==> src/rtl/lockdet_pkg.sv <==
package lockdet_pkg;
    typedef enum logic [1:0] {
        LK_DISABLED = 2'd0,
        LK_ACQUIRE  = 2'd1,
        LK_LOCKED   = 2'd2,
        LK_SLIP     = 2'd3
    } lk_state_e;
endpackage

==> src/rtl/word_divider.sv <==
module word_divider #(
    parameter int DIV_RATIO = 10
) (
    input  logic clk,
    input  logic rst_n,
    output logic word_tick,
    output logic word_clk
);
    localparam int CW   = $clog2(DIV_RATIO);
    localparam int HALF = DIV_RATIO / 2;
    localparam logic [CW-1:0] LAST = CW'(DIV_RATIO - 1);

    logic [CW-1:0] cnt_q;

    always_ff @(posedge clk or negedge rst_n) begin
        if (!rst_n)              cnt_q <= '0;
        else if (cnt_q == LAST)  cnt_q <= '0;
        else                     cnt_q <= cnt_q + 1'b1;
    end

    assign word_tick = (cnt_q == LAST);
    assign word_clk  = (cnt_q < CW'(HALF));
endmodule

==> src/rtl/ref_sampler.sv <==
module ref_sampler #(
    parameter int SYNC_STAGES = 2
) (
    input  logic clk,
    input  logic rst_n,
    input  logic word_tick,
    input  logic ref_in,
    input  logic block,
    output logic judged
);
    logic [SYNC_STAGES:0] pipe_q;

    always_ff @(posedge clk or negedge rst_n) begin
        if (!rst_n)         pipe_q[0] <= 1'b0;
        else if (word_tick) pipe_q[0] <= ref_in & ~block;
    end

    for (genvar g = 1; g <= SYNC_STAGES; g++) begin : g_sync
        always_ff @(posedge clk or negedge rst_n) begin
            if (!rst_n)         pipe_q[g] <= 1'b0;
            else if (word_tick) pipe_q[g] <= pipe_q[g-1];
        end
    end

    assign judged = pipe_q[SYNC_STAGES];
endmodule

==> src/rtl/lock_filter.sv <==
module lock_filter
    import lockdet_pkg::*;
#(
    parameter int ACQ_COUNT = 16
) (
    input  logic clk,
    input  logic rst_n,
    input  logic word_tick,
    input  logic judged,
    input  logic force_off,
    output logic locked
);
    localparam int HW = (ACQ_COUNT > 1) ? $clog2(ACQ_COUNT) : 1;
    localparam logic [HW-1:0] HLAST = HW'(ACQ_COUNT - 1);

    lk_state_e     state_q, state_d;
    logic [HW-1:0] hcnt_q, hcnt_d;

    always_ff @(posedge clk or negedge rst_n) begin
        if (!rst_n) begin
            state_q <= LK_ACQUIRE;
            hcnt_q  <= '0;
        end else begin
            state_q <= state_d;
            hcnt_q  <= hcnt_d;
        end
    end

    always_comb begin
        state_d = state_q;
        hcnt_d  = hcnt_q;
        if (force_off) begin
            state_d = LK_DISABLED;
            hcnt_d  = '0;
        end else begin
            unique case (state_q)
                LK_DISABLED: begin
                    state_d = LK_ACQUIRE;
                    hcnt_d  = '0;
                end
                LK_ACQUIRE: if (word_tick) begin
                    if (!judged)            hcnt_d = '0;
                    else if (hcnt_q == HLAST) begin
                        state_d = LK_LOCKED;
                        hcnt_d  = '0;
                    end else                hcnt_d = hcnt_q + 1'b1;
                end
                LK_LOCKED: if (word_tick && !judged) state_d = LK_SLIP;
                LK_SLIP: if (word_tick) begin
                    if (judged) state_d = LK_LOCKED;
                    else begin
                        state_d = LK_ACQUIRE;
                        hcnt_d  = '0;
                    end
                end
                default: state_d = LK_ACQUIRE;
            endcase
        end
    end

    always_comb begin
        unique case (state_q)
            LK_LOCKED, LK_SLIP: locked = ~force_off;
            default:            locked = 1'b0;
        endcase
    end
endmodule

==> src/rtl/clkdiv_lock_detector.sv <==
module clkdiv_lock_detector #(
    parameter int DIV_RATIO   = 10,
    parameter int SYNC_STAGES = 2,
    parameter int ACQ_COUNT   = 16
) (
    input  logic clk_fast,
    input  logic rst_n,
    input  logic ref_clk,
    input  logic test_disable,
    output logic word_clk_mon,
    output logic lock_out,
    output logic ser_oe
);
    logic tick;
    logic judged_bit;
    logic lock_int;

    word_divider #(.DIV_RATIO(DIV_RATIO)) u_div (
        .clk       (clk_fast),
        .rst_n     (rst_n),
        .word_tick (tick),
        .word_clk  (word_clk_mon)
    );

    ref_sampler #(.SYNC_STAGES(SYNC_STAGES)) u_smp (
        .clk       (clk_fast),
        .rst_n     (rst_n),
        .word_tick (tick),
        .ref_in    (ref_clk),
        .block     (test_disable),
        .judged    (judged_bit)
    );

    lock_filter #(.ACQ_COUNT(ACQ_COUNT)) u_flt (
        .clk       (clk_fast),
        .rst_n     (rst_n),
        .word_tick (tick),
        .judged    (judged_bit),
        .force_off (test_disable),
        .locked    (lock_int)
    );

    assign lock_out = lock_int;
    assign ser_oe   = lock_int;
endmodule

==> config.mk <==
export PLATFORM = sky130hd
export DESIGN_NAME = clkdiv_lock_detector
export DESIGN_NICKNAME = d
export VERILOG_FILES = /design/src/rtl/lockdet_pkg.sv /design/src/rtl/word_divider.sv /design/src/rtl/ref_sampler.sv /design/src/rtl/lock_filter.sv /design/src/rtl/clkdiv_lock_detector.sv
export SDC_FILE = /design/constraint.sdc
export NUM_CORES = 1
export LEC_CHECK = 0
export ABC_CLOCK_PERIOD_IN_PS = 2000
export BUFFER_PORTS_ARGS = -buffer_cell sky130_fd_sc_hd__buf_2
export CAP_MARGIN = 20
export CORE_ASPECT_RATIO = 1.2
export CORE_MARGIN = 2
export CORE_UTILIZATION = 40
export CTS_BUF_LIST = sky130_fd_sc_hd__clkbuf_2 sky130_fd_sc_hd__clkbuf_4 sky130_fd_sc_hd__clkbuf_8
export DETAILED_ROUTE_END_ITERATION = 7
export PLACE_DENSITY = 0.59
export SETUP_SLACK_MARGIN = 0.02
export SLEW_MARGIN = 20
export SYNTH_ARGS = -nofsm -noshare
export SYNTH_HDL_FRONTEND = slang
export SYNTH_SLANG_ARGS = --single-unit
==> constraint.sdc <==
create_clock -name clk_fast -period 2 [get_ports clk_fast]
set_input_delay 0.2 -clock clk_fast [delete_from_list [all_inputs] [get_ports clk_fast]]
set_output_delay 0.2 -clock clk_fast [all_outputs]
set_load 0.1 [all_outputs]
==> reports/qor.csv <==
metric;value;unit
initial antenna violation count;0;
drt initial violations;6;
synthesized area;812.0;sq um
Total Routing Usage GR;15.84;%
RR Endpoint;u_flt.hcnt_q[0];
worst-path cell chain;ha_1 -> nor2_2 -> nor2_4 -> buf_12;
Tmin final;1.842;ns
final WL;1.464;mm
floorplan core area;1872;sq um
Worst R2R Path Depth;5;
CP max FO;7;
Setup crit start;u_flt.state_q[0];
Syn-to-layout area delta;14.48;%
CTS clk-pin slew, worst paths;0.08;ns
Max-Cap Viols;0;
RSZ-0062 raised after global routing;no;
dpl cells;103;
drt drc;0;
DRT antenna net count;0;
number of library cell types mapped by synthesis;32;
maximum clock path buffer count;2;
htree depth;1;
Port Buf Inserts;6;
Worst Setup Start Kind;flop;
WP data required;1.80;ns
Starting Density;43.38;%
Post-Syn Instances;80;
relative slew slack;68.09;%
ys async rst share;100.0;%
FILL cells;180;
peak supply drop;0.4178;mV
design area;929.6;sq um
worst setup path category;flop to output port;
status;completed;
worst min-delay path category;primary input to flop;
die height;53.36;um
EDFF count, synth;0;
largest cells by area after synthesis;dfrtp_1 37%, ha_1 7.7%, mux2_2 5.5%;
# IOs;7;
Yosys top cell area share;36.98;%
first-pass GRT wire length;2.711;mm
wire per inst;13.56;um
Net Count, Synth;89;
Overflow after GRT;0;
Slew Limit Fails;0;
DR pass1 iterations;4;
Final nets;99;
Crit. End Element;output port;
via count;601;
clk sinks;13;
vias in the first global route;599;
Post-Synthesis Mean Instance Area;10.15;sq um
Seq/Total Area, Yosys;40.22;%
final setup fails;0;
cell taking the most area after synthesis;dfrtp_1;
crit path to;ser_oe;
detailed placement HPWL;1.091;mm
r2r setup slk;0.24;ns
die width;45.13;um
CTS root buf;clkbuf_4;
n_diodes;0;
Finished Layout Cells;108;
slowest CP cell;dfstp_2;
Critical Path AT;1.64;ns
clock buffer count from CTS;3;
largest net degree at the start of global routing;15;
CP max stage delay;0.58;ns
Layout Skew;0.001355;ns
Pwr Density;889.3;nW/um^2
GPL Wtd Cong;0.8578;
CTS tree;yes;
Post-synth top flop;dfrtp_1;
Vias/cell;5.565;
FP Rows;17;
FF+latch count, synth;13;
DP Area;887.1;sq um
FMAX;542.9;MHz
Final period util;92.11;%
reg-to-reg startpoint;u_flt.state_q[0];
Fin. Hold Viols;0;
worst-margin pin slew;0.4820;ns
Leakage;0.4162;nW
share of cells above drive strength 1;24.72;%
Skew-Pair Late Insertion Delay;0.27;ns
Warnings, synthesis;0;
die area;2408;sq um
==> logic make-up after synthesis <==
| group | synth area share (%) |
|---|---|
| AND/OR/NAND/NOR | 20.80 |
| XOR/XNOR | 1.079 |
| flip-flops | 40.22 |
| adder cells (fa/ha/maj) | 7.704 |
| AO/OA/AOI/OAI | 15.25 |
| buffers and inverters | 5.548 |
| multiplexers | 9.399 |
==> how the worst min path moves through the flow <==
stage	to	slack, ns	cells after the start	from
floorplan	u_div.cnt_q[0]	-0.1	0	rst_n
detailed placement	u_flt.hcnt_q[1]	0.10	1	rst_n
global placement	u_flt.hcnt_q[1]	0.10	1	rst_n
finish	u_smp.pipe_q[0]	0.19	3	ref_clk
CTS	u_smp.pipe_q[0]	0.20	3	ref_clk
global route	u_smp.pipe_q[0]	0.23	3	ref_clk
==> Yosys cell counts, types with 2 or more instances <==
master / instances
inv_1: 7
a211oi_1: 2
mux2_2: 4
nor4_1: 2
nand2_1: 5
ha_1: 5
a21oi_1: 3
nand3_1: 3
nor3_1: 4
a22o_1: 2
nor2_1: 7
mux2i_1: 2
nor3b_1: 2
nand3b_1: 2
dfrtp_1: 12
o21ai_0: 2
==> worst max-delay path, delay by kind of cell, from the launching register on <==
kind,cells,cell delay [ns]
buffers and inverters,1,0.19
DFF,1,0.58
adders and majority gates,1,0.33
and+or+nand+nor,2,0.27
==> per-stage QoR <==
stage                      TNS, ns  setup WS [ns]  hold slack, ns  utilization (%)  total power [mW]
after floorplan           -0.02070       -0.02070        -0.09559                -            0.5713
after global placement           0         0.2836          0.1010            47.39            0.6513
after detailed placement         0         0.2425          0.1017            47.39            0.6586
after CTS                        0        0.06419          0.2013            49.53            0.8359
after global routing             0        0.05053          0.2267            49.67            0.8807
final                            0         0.1579          0.1911            49.67            0.8267
==> final cells by class <==
type,instances,area (sq um),share of cell area [%]
Inverter,7,26.28,2.826
Tap cell,19,23.77,2.557
Clock buffer,4,30.03,3.230
Multi-Input combinational cell,58,452.9,48.72
Timing Repair Buffer,7,70.07,7.537
Sequential cell,13,326.6,35.13
==> repair_timing <==
action | in CTS | in global routing
hold buffers | 1 | 0
gates resized for setup | 0 | 1
hold endpoints to repair | 12 | 0
setup buffers | 0 | 0
setup endpoints to repair | 0 | 2
==> where the power goes <==
part	internal (mW)	switching [mW]
sequential	0.289	0.0234
combinational	0.132	0.209
clock	0.0908	0.0818
total	0.512	0.314
==> placed cells by master, fill, tap and decap left out, drive strengths merged <==
cell	netlist	routed
nand3b	2	2
a21oi	4	4
nor3b	2	2
a221o	1	1
nor4	2	2
dfrtp	12	12
a2111oi	1	1
nor2b	1	1
nand2	5	5
dfstp	1	1
ha	5	5
a211oi	2	2
a22o	2	2
inv	7	7
or3	1	1
buf	2	6
dlygate4sd3	0	1
nor3	4	4
o21ai	4	4
nand3	3	3
mux2	5	5
nor2	7	7
a41o	1	1
mux2i	2	2
nand4bb	1	1
clkbuf	0	4
nand4	1	1
o22a	1	1
xnor2	1	1
==> state kept, by name, summed over array words and instances, names as in the netlist <==
register       flops
u_flt.state_q      2
u_div.cnt_q        4
u_smp.judged       1
u_smp.pipe_q       2
u_flt.hcnt_q       4
==> layer usage <==
layer  part of all wire, %  global-route usage, %  vias to the layer above
met5                     0                      0                        -
met4                  0.96                  7.353                        0
met3                   1.7                  3.072                        2
met2                    48                  25.00                        5
met1                    49                  20.42                      282
li1                      -                      -                      312
Power figures use the tool's default switching activity.
